===== config.mk =====
export PLATFORM = sky130hd
export DESIGN_NAME = sio_cfg_port
export DESIGN_NICKNAME = d
export VERILOG_FILES = /design/src/rtl/sio_pkg.sv /design/src/rtl/sio_key_fsm.sv /design/src/rtl/sio_gpio_bank.sv /design/src/rtl/sio_cfg_port.sv
export SDC_FILE = /design/constraint.sdc
export NUM_CORES = 1
export LEC_CHECK = 0
export ABC_AREA = 1
export BUFFER_PORTS_ARGS = -buffer_cell sky130_fd_sc_hd__buf_2
export CORE_ASPECT_RATIO = 1.2
export CORE_MARGIN = 5
export CORE_UTILIZATION = 55
export CTS_CLUSTER_DIAMETER = 40
export DETAILED_ROUTE_END_ITERATION = 8
export PLACE_DENSITY_LB_ADDON = 0.05
export SYNTH_ARGS = -nofsm -noshare
export SYNTH_HDL_FRONTEND = slang
export SYNTH_SLANG_ARGS = --single-unit

===== constraint.sdc =====
create_clock -name clk -period 2.1 [get_ports clk]
set_input_delay 0.21 -clock clk [delete_from_list [all_inputs] [get_ports clk]]
set_output_delay 0.21 -clock clk [all_outputs]
set_load 0.03 [all_outputs]

===== src/rtl/sio_pkg.sv =====
package sio_pkg;

  typedef enum logic [2:0] {
    KS_IDLE = 3'd0,
    KS_GOT1 = 3'd1,
    KS_GOT2 = 3'd2,
    KS_GOT3 = 3'd3,
    KS_OPEN = 3'd4
  } key_state_e;

  // unlock key, consumed in this order
  localparam logic [7:0] KEY_B0 = 8'h87;
  localparam logic [7:0] KEY_B1 = 8'h01;
  localparam logic [7:0] KEY_B2 = 8'h55;
  localparam logic [7:0] KEY_B3 = 8'h55;

  // register indices
  localparam logic [7:0] IDX_EXIT    = 8'h02;
  localparam logic [7:0] EXIT_VAL    = 8'h02;
  localparam logic [7:0] IDX_LDN     = 8'h07;
  localparam logic [7:0] IDX_ID_HI   = 8'h20;
  localparam logic [7:0] IDX_ID_LO   = 8'h21;
  localparam logic [7:0] IDX_REV     = 8'h22;
  localparam logic [7:0] IDX_BASE_HI = 8'h62;
  localparam logic [7:0] IDX_BASE_LO = 8'h63;
  localparam logic [7:0] IDX_SIO0    = 8'hC0;
  localparam logic [7:0] IDX_OE0     = 8'hC8;

endpackage


===== src/rtl/sio_key_fsm.sv =====
module sio_key_fsm
  import sio_pkg::*;
(
  input  logic       clk,
  input  logic       rst_n,
  input  logic       key_wr,
  input  logic [7:0] key_byte,
  input  logic       relock,
  output logic       unlocked
);

  key_state_e st_q, st_d;

  // next state: a mismatch always falls back to idle
  always_comb begin
    st_d = st_q;
    unique case (st_q)
      KS_IDLE: if (key_wr) st_d = (key_byte == KEY_B0) ? KS_GOT1 : KS_IDLE;
      KS_GOT1: if (key_wr) st_d = (key_byte == KEY_B1) ? KS_GOT2 : KS_IDLE;
      KS_GOT2: if (key_wr) st_d = (key_byte == KEY_B2) ? KS_GOT3 : KS_IDLE;
      KS_GOT3: if (key_wr) st_d = (key_byte == KEY_B3) ? KS_OPEN : KS_IDLE;
      KS_OPEN: if (relock) st_d = KS_IDLE;
      default: st_d = KS_IDLE;
    endcase
  end

  always_ff @(posedge clk or negedge rst_n) begin
    if (!rst_n) st_q <= KS_IDLE;
    else        st_q <= st_d;
  end

  assign unlocked = (st_q == KS_OPEN);

endmodule


===== src/rtl/sio_gpio_bank.sv =====
module sio_gpio_bank
  import sio_pkg::*;
#(
  parameter int N_GROUPS = 8,
  parameter int N_SIMPLE = 5
) (
  input  logic                  clk,
  input  logic                  rst_n,
  input  logic                  sel,
  input  logic                  wr,
  input  logic [7:0]            idx,
  input  logic [7:0]            wdata,
  output logic [7:0]            rdata,
  output logic [15:0]           base,
  output logic [N_GROUPS*8-1:0] oe,
  output logic [N_SIMPLE*8-1:0] sio_en
);

  logic       we;
  logic [7:0] base_hi_q, base_lo_q;

  assign we = sel && wr;

  always_ff @(posedge clk or negedge rst_n) begin
    if (!rst_n)                          base_hi_q <= 8'h00;
    else if (we && idx == IDX_BASE_HI)   base_hi_q <= wdata;
  end

  always_ff @(posedge clk or negedge rst_n) begin
    if (!rst_n)                          base_lo_q <= 8'h00;
    else if (we && idx == IDX_BASE_LO)   base_lo_q <= wdata;
  end

  assign base = {base_hi_q, base_lo_q};

  for (genvar g = 0; g < N_GROUPS; g++) begin : g_oe
    localparam logic [7:0] MY_IDX = IDX_OE0 + 8'(g);
    logic [7:0] q;
    always_ff @(posedge clk or negedge rst_n) begin
      if (!rst_n)                 q <= 8'h00;
      else if (we && idx == MY_IDX) q <= wdata;
    end
    assign oe[g*8 +: 8] = q;
  end

  for (genvar g = 0; g < N_SIMPLE; g++) begin : g_sio
    localparam logic [7:0] MY_IDX = IDX_SIO0 + 8'(g);
    logic [7:0] q;
    always_ff @(posedge clk or negedge rst_n) begin
      if (!rst_n)                 q <= 8'h00;
      else if (we && idx == MY_IDX) q <= wdata;
    end
    assign sio_en[g*8 +: 8] = q;
  end

  // read side: unmatched indices and a foreign device read as zero
  always_comb begin
    rdata = 8'h00;
    if (sel) begin
      if (idx == IDX_BASE_HI) rdata = base_hi_q;
      if (idx == IDX_BASE_LO) rdata = base_lo_q;
      for (int g = 0; g < N_GROUPS; g++)
        if (idx == IDX_OE0 + 8'(g)) rdata = oe[g*8 +: 8];
      for (int g = 0; g < N_SIMPLE; g++)
        if (idx == IDX_SIO0 + 8'(g)) rdata = sio_en[g*8 +: 8];
    end
  end

endmodule


===== src/rtl/sio_cfg_port.sv =====
module sio_cfg_port
  import sio_pkg::*;
#(
  parameter logic [15:0] IDX_ADDR = 16'h002E,
  parameter logic [15:0] CHIP_ID  = 16'h8728,
  parameter logic [3:0]  CHIP_REV = 4'h1,
  parameter logic [7:0]  GPIO_LDN = 8'h07,
  parameter int          N_GROUPS = 8,
  parameter int          N_SIMPLE = 5
) (
  input  logic                  clk,
  input  logic                  rst_n,
  input  logic                  io_wr,
  input  logic                  io_rd,
  input  logic [15:0]           io_addr,
  input  logic [7:0]            io_wdata,
  output logic [7:0]            io_rdata,
  output logic                  cfg_open,
  output logic [15:0]           gpio_base,
  output logic [N_GROUPS*8-1:0] gpio_oe,
  output logic [N_SIMPLE*8-1:0] gpio_sio_en
);

  localparam logic [15:0] DATA_ADDR = IDX_ADDR + 16'd1;

  logic       hit_idx, hit_dat;
  logic       key_wr, idx_we, dat_we, relock, ldn_we, gpio_sel;
  logic [7:0] idx_q, idx_d, ldn_q, ldn_d, gpio_rdata;

  assign hit_idx = (io_addr == IDX_ADDR);
  assign hit_dat = (io_addr == DATA_ADDR);
  assign key_wr  = io_wr && hit_idx && !cfg_open;
  assign idx_we  = io_wr && hit_idx &&  cfg_open;
  assign dat_we  = io_wr && hit_dat &&  cfg_open;
  assign relock  = dat_we && (idx_q == IDX_EXIT) && (io_wdata == EXIT_VAL);
  assign ldn_we  = dat_we && (idx_q == IDX_LDN);
  assign gpio_sel = (ldn_q == GPIO_LDN);

  sio_key_fsm u_key (
    .clk      (clk),
    .rst_n    (rst_n),
    .key_wr   (key_wr),
    .key_byte (io_wdata),
    .relock   (relock),
    .unlocked (cfg_open)
  );

  // index and device selector: next-state then register
  always_comb begin
    idx_d = idx_we ? io_wdata : idx_q;
    ldn_d = ldn_we ? io_wdata : ldn_q;
  end

  always_ff @(posedge clk or negedge rst_n) begin
    if (!rst_n) begin
      idx_q <= 8'h00;
      ldn_q <= 8'h00;
    end else begin
      idx_q <= idx_d;
      ldn_q <= ldn_d;
    end
  end

  sio_gpio_bank #(
    .N_GROUPS (N_GROUPS),
    .N_SIMPLE (N_SIMPLE)
  ) u_gpio (
    .clk    (clk),
    .rst_n  (rst_n),
    .sel    (gpio_sel),
    .wr     (dat_we),
    .idx    (idx_q),
    .wdata  (io_wdata),
    .rdata  (gpio_rdata),
    .base   (gpio_base),
    .oe     (gpio_oe),
    .sio_en (gpio_sio_en)
  );

  always_comb begin
    io_rdata = 8'h00;
    if (io_rd) begin
      if (hit_idx) begin
        io_rdata = cfg_open ? idx_q : 8'hFF;
      end else if (hit_dat) begin
        if (!cfg_open) io_rdata = 8'hFF;
        else begin
          unique case (idx_q)
            IDX_LDN:   io_rdata = ldn_q;
            IDX_ID_HI: io_rdata = CHIP_ID[15:8];
            IDX_ID_LO: io_rdata = CHIP_ID[7:0];
            IDX_REV:   io_rdata = {4'h0, CHIP_REV};
            default:   io_rdata = gpio_rdata;
          endcase
        end
      end
    end
  end

endmodule


==> run_summary.xml, run 1 <==
<?xml version="1.0" encoding="UTF-8"?>
<metrics>
  <group name="finish">
    <metric name="nNetsFinal" unit="">1142</metric>
    <metric name="insertedDiodeCount" unit="">0</metric>
    <metric name="postLayoutCoreUtil" unit="">0.767</metric>
    <metric name="drive_above_1_share" unit="">0.359</metric>
    <metric name="areaGrowthSynthToFinish" unit="%">38.0</metric>
    <metric name="post_layout_nonfiller_instances" unit="">1290</metric>
  </group>
  <group name="synthesis">
    <metric name="yosysTopAreaCellShare" unit="">0.498</metric>
    <metric name="synthesized_net_count" unit="">890</metric>
    <metric name="synth_enable_flop_cells" unit="">0</metric>
    <metric name="synth_commonest_cells" unit="">nand2_1 (264), dfrtp_1 (139), o21ai_0 (80)</metric>
    <metric name="leading_cell_type_by_number_of_instances_after_synthesis" unit="">nand2_1</metric>
    <metric name="ys_ff_latch" unit="">139</metric>
    <metric name="syn-instance-count" unit="">862</metric>
    <metric name="synth_ff_type" unit="">dfrtp_1</metric>
    <metric name="async_reset_ff_frac" unit="">1.00</metric>
    <metric name="synth.avg_cell_area" unit="sq um">8.10</metric>
    <metric name="ys_seq_area_frac" unit="">0.498</metric>
    <metric name="post_synth_num_cell_types" unit="">34</metric>
    <metric name="syn_area" unit="sq um">6980</metric>
    <metric name="yosys-top-cells-area" unit="">dfrtp_1 (50%), nand2_1 (14%), o21ai_0 (5.7%)</metric>
    <metric name="synth_top_area_cell" unit="">dfrtp_1</metric>
    <metric name="synth_warnings" unit="">0</metric>
  </group>
  <group name="pwr">
    <metric name="power.clock.fraction" unit="">0.526</metric>
    <metric name="power.share.sequential" unit="">0.441</metric>
    <metric name="cell_internal_pwr" unit="mW">4.72</metric>
    <metric name="share_comb_of_total_power" unit="">0.034</metric>
    <metric name="leakage" unit="nW">5.01</metric>
    <metric name="vdd_ir_drop_max" unit="uV">382</metric>
    <metric name="power-per-cell-area" unit="nW/um^2">631</metric>
    <metric name="power.total" unit="mW">6.08</metric>
    <metric name="power_switching_share" unit="">0.223</metric>
    <metric name="switchingPower" unit="mW">1.36</metric>
  </group>
  <group name="floorplanning">
    <metric name="die_width" unit="um">113</metric>
    <metric name="initial_utilization" unit="">0.556</metric>
    <metric name="die_h" unit="um">133</metric>
    <metric name="core_area" unit="sq um">12600</metric>
    <metric name="placementRows" unit="">45</metric>
    <metric name="fp.dieArea" unit="sq um">15100</metric>
    <metric name="boundaryPins" unit="">157</metric>
  </group>
  <group name="clock_tree">
    <metric name="clk_path_buf_depth" unit="">2</metric>
    <metric name="clk_root_buffer_cell" unit="">clkbuf_16</metric>
    <metric name="cts-htree-levels" unit="">4</metric>
    <metric name="tritoncts_clock_tree" unit="">done</metric>
    <metric name="cts_inserted_buffers" unit="">17</metric>
    <metric name="worst_setup_hold_path_clk_slew" unit="ps">60</metric>
    <metric name="cts_sinks" unit="">139</metric>
    <metric name="worst_skew_pair.late_latency" unit="ps">420</metric>
  </group>
  <group name="grt">
    <metric name="initial_antenna_violation_count" unit="">0</metric>
    <metric name="grt_usage" unit="">0.306</metric>
    <metric name="grt_first_pass_wirelength" unit="mm">36.0</metric>
    <metric name="grt_pass1_vias" unit="">6801</metric>
    <metric name="globalRouteOverflowTotal" unit="">0</metric>
    <metric name="largest_net_degree_at_the_start_of_global_routing" unit="">61</metric>
  </group>
  <group name="sta">
    <metric name="finalCriticalPeriod" unit="ps">2830</metric>
    <metric name="rsz0062_at_grt" unit="">true</metric>
    <metric name="fin_skew" unit="ps">6.68</metric>
    <metric name="worstMarginPinSlew" unit="ps">609</metric>
    <metric name="setup_violations" unit="">8</metric>
    <metric name="final.hold.worst_slack" unit="ps">200</metric>
    <metric name="fmax" unit="MHz">354</metric>
    <metric name="final_hold_viol_count" unit="">0</metric>
    <metric name="period_share" unit="">1.35</metric>
    <metric name="finalWorstSetupSlack" unit="ps">-728</metric>
    <metric name="relSlewSlack" unit="">0.594</metric>
    <metric name="slew_violations" unit="">0</metric>
    <metric name="finalSetupTns" unit="ps">-5230</metric>
  </group>
  <group name="setup_path">
    <metric name="worstSetupPathType" unit="">reg -&gt; out</metric>
    <metric name="critical_path.max_fanout" unit="">18</metric>
    <metric name="crit_path_end_kind" unit="">primary output</metric>
    <metric name="setup.worst_path.start_class" unit="">flop</metric>
    <metric name="reg2reg_start" unit="">idx_q[5]$_DFFE_PN0P_</metric>
    <metric name="r2r_setup_slack" unit="ps">120</metric>
    <metric name="worst_ep_arrival_time" unit="ps">2620</metric>
    <metric name="cp_data_required_time" unit="ps">1890</metric>
    <metric name="r2r-end" unit="">ldn_q[2]$_DFFE_PN0P_</metric>
    <metric name="rr_worst_depth" unit="">12</metric>
  </group>
  <group name="drt">
    <metric name="detail_route.wirelength" unit="mm">23.5</metric>
    <metric name="vias" unit="">7234</metric>
    <metric name="final_antenna_net_count" unit="">0</metric>
    <metric name="drt_pass1_iterations" unit="">6</metric>
    <metric name="detail_route.drc_violations" unit="">0</metric>
    <metric name="avgViaCountPerCell" unit="">5.61</metric>
    <metric name="iteration_0_drc_count_of_the_detailed_router" unit="">766</metric>
    <metric name="wire_per_inst" unit="um">18.3</metric>
  </group>
  <group name="place">
    <metric name="instance_count_after_placement_with_tap_cells_included" unit="">1238</metric>
    <metric name="dp_hpwl" unit="mm">16.3</metric>
    <metric name="globalplace.congestion" unit="">0.976</metric>
    <metric name="numPortBuffers" unit="">156</metric>
  </group>
  <group name="min_path">
    <metric name="launch_instance_of_the_worst_min_delay_path" unit="">io_wdata[4]</metric>
    <metric name="min_to" unit="">u_key.st_q[2]$_DFFE_PN0P_</metric>
    <metric name="min_delay_path_depth" unit="">5</metric>
    <metric name="timing.hold.worst.class" unit="">in -&gt; reg</metric>
  </group>
  <group name="outcome">
    <metric name="status" unit="">complete, but fails checks</metric>
    <metric name="violations" unit="">negative setup slack</metric>
  </group>
  <group name="flow_run">
    <metric name="max_cap_viol_count" unit="">0</metric>
  </group>
</metrics>
==> placed cells by master (no fill, tap or decap), types with 4 or more instances in the layout <==
cell       Yosys  layout
nand3_2        1       4
buf_12         1       8
nand4_1       27      27
a21oi_4        0       4
nor4_1         4       4
nand2_4        8       9
buf_6         14      19
bufinv_16      0       4
o21ai_2       19      19
nor3_1         6       4
o31ai_1        8       8
nand2_1      264     243
nor2_1        68      55
clkbuf_16      0      17
a21oi_1       15       6
o21ai_1       45      45
nor3_2         3       5
buf_2          4     147
buf_4          3      94
o21ai_0       80      80
nand2_2        1      21
dfrtp_1      139     137
a21oi_2        0       5
nand3_1       40      35
inv_1         69      66
a211oi_1       5       5
nor2_4         2       8
nor2_2         5      12
inv_2          3       5
==> power by group through the flow <==
| stage | Clock, mW | Combinational (mW) | Sequential, mW |
|---|---|---|---|
| detailed placement | 0 | 0.202 | 2.73 |
| finish | 3.20 | 0.204 | 2.68 |
| CTS | 3.19 | 0.204 | 2.68 |
| global placement | 0 | 0.202 | 2.73 |
| floorplan | 0 | 0.0522 | 2.73 |
| global route | 3.31 | 0.222 | 2.68 |
==> sequential cells by signal, summed over array words and instances (netlist names) <==
name and cells:
u_gpio.base_hi_q 8, ldn_q 8, u_gpio.g_sio.q 40, u_gpio.base_lo_q 8, u_key.st_q 3, u_gpio.g_oe.q 64
idx_q 8
==> per-stage QoR <==
| stage | cell area, sq um | worst slack (ps) |
|---|---|---|
| floorplan | 7040 | -54.1 |
| global placement | 8520 | -381 |
| detailed placement | 8520 | -406 |
| CTS | 9470 | -673 |
| global route | 9630 | -817 |
| finish | 9630 | -728 |
==> logic make-up (layout without fill, tap and decap cells) <==
group / count (synthesis) / in the layout / share of synthesized area
DFF: 139 / 139 / 0.498
and+or+nand+nor: 439 / 439 / 0.281
buffers and inverters: 109 / 373 / 0.0783
AOI/OAI and AO/OA: 175 / 175 / 0.142
==> cell type report <==
type	count	area [sq um]
sequential	139	3480
multi-input combinational	614	3220
fill	931	2930
timing repair buffer	269	1830
clock buffer	18	429
inverter	73	277
tap	164	205
clock inverter	13	191
==> timing repair <==
item / CTS / global route
hold buffers: 1 / 0
setup endpoints to repair: 8 / 16
resized for setup: 59 / 30
buffers inserted: 16 / 7
hold endpoints to repair: 57 / 0
pin swaps: 33 / 35
==> worst max-delay path: stages, from the launching register on <==
cell and delay, ps:
dfrtp_1 430, inv_1 80, nand2_1 120, nor2_4 50, buf_12 140, nand3_1 70
nand2_1 70, nor2_2 130, nand3_1 110, nand2_2 110, nand4_1 140, nor3_2 200
nand4_1 190, nand2_2 130, a21oi_2 70, buf_6 150
==> layer usage <==
layer | share of wire | wire length [um] | vias up | global-route usage
li1 | - | - | 3351 | -
met1 | 0.40 | 9370 | 3392 | 0.407
met2 | 0.48 | 11300 | 394 | 0.501
met3 | 0.079 | 1860 | 97 | 0.0495
met4 | 0.041 | 977 | 0 | 0.123
met5 | 0 | 0 | - | 0
==> worst max-delay path by stage <==
stage          cells after the start            startpoint          end
2_1_floorplan                     11  idx_q[1]$_DFFE_PN0P_  io_rdata[4]
3_3_place_gp                      13  idx_q[4]$_DFFE_PN0P_  io_rdata[1]
3_5_place_dp                      13  idx_q[4]$_DFFE_PN0P_  io_rdata[1]
4_1_cts                           15  idx_q[4]$_DFFE_PN0P_  io_rdata[1]
5_1_grt                           15  idx_q[7]$_DFFE_PN0P_  io_rdata[1]
6_report                          15  idx_q[7]$_DFFE_PN0P_  io_rdata[1]
Power figures use the tool's default switching activity.
==> inputs of run 2 (changes only) <==
--- a/config.mk
+++ b/config.mk
@@ -13,6 +13,7 @@
 export CTS_CLUSTER_DIAMETER = 40
 export DETAILED_ROUTE_END_ITERATION = 8
 export PLACE_DENSITY_LB_ADDON = 0.05
+export SKIP_CTS_REPAIR_TIMING = 1
 export SYNTH_ARGS = -nofsm -noshare
 export SYNTH_HDL_FRONTEND = slang
 export SYNTH_SLANG_ARGS = --single-unit
==> run_summary.xml, run 2 (synthesized netlist as in run 1, its figures left out) <==
<?xml version="1.0" encoding="UTF-8"?>
<metrics>
  <group name="outcome">
    <metric name="status" unit="">complete, but fails checks</metric>
    <metric name="violations" unit="">negative setup slack</metric>
  </group>
  <group name="setup_path">
    <metric name="timing.critical_path.cells" unit="">inv_1 &gt; nand2_2 &gt; nor2_4 &gt; buf_6 &gt; buf_6 &gt; buf_6 &gt; o2111ai_2 &gt; nand3_1 &gt; nand2_2 &gt; nand4_1 &gt; nor3_2 &gt; nand4_1 &gt; nand2_2 &gt; a21oi_2 &gt; buf_6</metric>
    <metric name="worstSetupPathType" unit="">reg -&gt; out</metric>
    <metric name="cpMostUsedCell" unit="">buf_6</metric>
    <metric name="setup.worst_path.start_class" unit="">flop</metric>
    <metric name="cpLargestDelayFamily" unit="">simple AND/OR/NAND/NOR gates</metric>
    <metric name="crit_path_end_kind" unit="">primary output</metric>
    <metric name="delay_of_the_slowest_cell_on_the_worst_path" unit="ps">400</metric>
    <metric name="critical_path.max_fanout" unit="">6</metric>
    <metric name="worst-path-buf-inv" unit="">5</metric>
    <metric name="rr_worst_depth" unit="">12</metric>
    <metric name="cp_data_required_time" unit="ps">1890</metric>
    <metric name="worstSetupPathDepth" unit="">15</metric>
    <metric name="critical-path-slowest-cell" unit="">dfrtp_1</metric>
    <metric name="worst_ep_arrival_time" unit="ps">2570</metric>
  </group>
  <group name="grt">
    <metric name="grt_usage" unit="">0.299</metric>
    <metric name="globalRouteOverflowTotal" unit="">0</metric>
    <metric name="grt_pass1_vias" unit="">6608</metric>
    <metric name="largest_net_degree_at_the_start_of_global_routing" unit="">61</metric>
    <metric name="initial_antenna_violation_count" unit="">0</metric>
    <metric name="grt_first_pass_wirelength" unit="mm">35.3</metric>
  </group>
  <group name="sta">
    <metric name="period_share" unit="">1.32</metric>
    <metric name="rsz0062_at_grt" unit="">true</metric>
    <metric name="fin_skew" unit="ps">6.89</metric>
    <metric name="slew_violations" unit="">0</metric>
    <metric name="relSlewSlack" unit="">0.590</metric>
    <metric name="finalWorstSetupSlack" unit="ps">-678</metric>
    <metric name="fmax" unit="MHz">360</metric>
    <metric name="final_hold_viol_count" unit="">0</metric>
    <metric name="worstMarginPinSlew" unit="ps">616</metric>
    <metric name="finalSetupTns" unit="ps">-4820</metric>
    <metric name="setup_violations" unit="">8</metric>
    <metric name="finalCriticalPeriod" unit="ps">2780</metric>
  </group>
  <group name="min_path">
    <metric name="timing.hold.worst.class" unit="">in -&gt; reg</metric>
    <metric name="min_delay_path_depth" unit="">5</metric>
  </group>
  <group name="finish">
    <metric name="layout.cells.most_common_list" unit="">nand2_1 (253), buf_2 (148), dfrtp_1 (137)</metric>
    <metric name="mostFrequentLayoutCell" unit="">nand2_1</metric>
    <metric name="nNetsFinal" unit="">1132</metric>
    <metric name="areaGrowthSynthToFinish" unit="%">34.5</metric>
    <metric name="drive_above_1_share" unit="">0.337</metric>
    <metric name="largest_register" unit="">u_gpio.g_oe.q</metric>
    <metric name="design_area" unit="sq um">9390</metric>
    <metric name="largest_register_ffs" unit="">64</metric>
    <metric name="insertedDiodeCount" unit="">0</metric>
    <metric name="reg.largest.list" unit="">u_gpio.g_oe.q x64, u_gpio.g_sio.q x40</metric>
  </group>
  <group name="drt">
    <metric name="iteration_0_drc_count_of_the_detailed_router" unit="">714</metric>
    <metric name="detail_route.drc_violations" unit="">0</metric>
    <metric name="wire_per_inst" unit="um">17.6</metric>
    <metric name="drt_pass1_iterations" unit="">5</metric>
    <metric name="final_antenna_net_count" unit="">0</metric>
    <metric name="detail_route.wirelength" unit="mm">22.5</metric>
    <metric name="avgViaCountPerCell" unit="">5.42</metric>
    <metric name="vias" unit="">6934</metric>
  </group>
  <group name="floorplanning">
    <metric name="placementRows" unit="">45</metric>
    <metric name="fp.dieArea" unit="sq um">15100</metric>
    <metric name="core_area" unit="sq um">12600</metric>
    <metric name="boundaryPins" unit="">157</metric>
    <metric name="die_h" unit="um">133</metric>
    <metric name="die_width" unit="um">113</metric>
    <metric name="initial_utilization" unit="">0.556</metric>
  </group>
  <group name="place">
    <metric name="globalplace.congestion" unit="">0.976</metric>
    <metric name="place_area" unit="sq um">8520</metric>
    <metric name="numPortBuffers" unit="">156</metric>
    <metric name="dp_hpwl" unit="mm">16.3</metric>
  </group>
  <group name="clock_tree">
    <metric name="worst_setup_hold_path_clk_slew" unit="ps">60</metric>
    <metric name="tritoncts_clock_tree" unit="">done</metric>
    <metric name="clk_root_buffer_cell" unit="">clkbuf_16</metric>
    <metric name="cts-htree-levels" unit="">4</metric>
    <metric name="cts_inserted_buffers" unit="">17</metric>
    <metric name="worst_skew_pair.late_latency" unit="ps">420</metric>
    <metric name="clk_path_buf_depth" unit="">2</metric>
    <metric name="cts_sinks" unit="">139</metric>
  </group>
  <group name="pwr">
    <metric name="leakage" unit="nW">4.91</metric>
    <metric name="vdd_ir_drop_max" unit="uV">379</metric>
    <metric name="power-per-cell-area" unit="nW/um^2">647</metric>
  </group>
  <group name="flow_run">
    <metric name="max_cap_viol_count" unit="">0</metric>
  </group>
</metrics>
==> run 2: changes by cell type in the layout (fill, tap and decap cells not counted), sizes merged <==
cell,change
clkbuf,+1
buf,-11
==> run 2: metrics by stage <==
stage / power [mW] / utilization / instances / hold slack (ps) / setup WS (ps)
finish: 6.07 / 0.748 / 1280 / 202 / -678
global placement: 2.93 / 0.679 / 1238 / 245 / -381
floorplan: 2.78 / - / 862 / -85.6 / -54.1
CTS: 6.07 / 0.728 / 1269 / -198 / -856
global route: 6.20 / 0.748 / 1280 / 256 / -786
detailed placement: 2.93 / 0.679 / 1238 / 238 / -406
==> run 2: worst min-delay path, cell delays in order <==
cell and delay, ps:
buf_2 110, nand4_1 80, nor2_1 60, nand3_1 80, nand2_1 40
==> run 2: layout make-up <==
class | count | area, sq um
multi-input combinational | 614 | 3110
inverter | 73 | 274
sequential | 139 | 3480
clock buffer | 18 | 429
timing repair buffer | 259 | 1700
clock inverter | 13 | 191
fill | 989 | 3170
tap | 164 | 205
==> run 2: where the power goes <==
group | internal [mW] | switching, mW
registers | 2.68 | 0.0000727
clock network | 1.99 | 1.20
logic | 0.0516 | 0.151
==> run 2: path summary, 6_finish.rpt <==
check / start / to / slack [ps]
min: io_wdata[4] / u_key.st_q[2]$_DFFE_PN0P_ / 200
max reg2reg: idx_q[5]$_DFFE_PN0P_ / ldn_q[1]$_DFFE_PN0P_ / 160
min reg2reg: ldn_q[6]$_DFFE_PN0P_ / ldn_q[6]$_DFFE_PN0P_ / 490
min in group asynchronous: rst_n / u_gpio.g_oe[2].q[4]$_DFFE_PN0P_ / 350
max: idx_q[5]$_DFFE_PN0P_ / io_rdata[1] / -680
max in group asynchronous: rst_n / idx_q[0]$_DFFE_PN0P_ / 1130
==> run 2: routing by layer <==
metal  GRT usage  vias up  share of wire  routed length (um)
met5           0        -              0                   0
met4       0.110        0          0.029                 652
met3      0.0468       50          0.065                1460
met2       0.489      306           0.49               10900
met1       0.404     3247           0.42                9490
li1            -     3331              -                   -
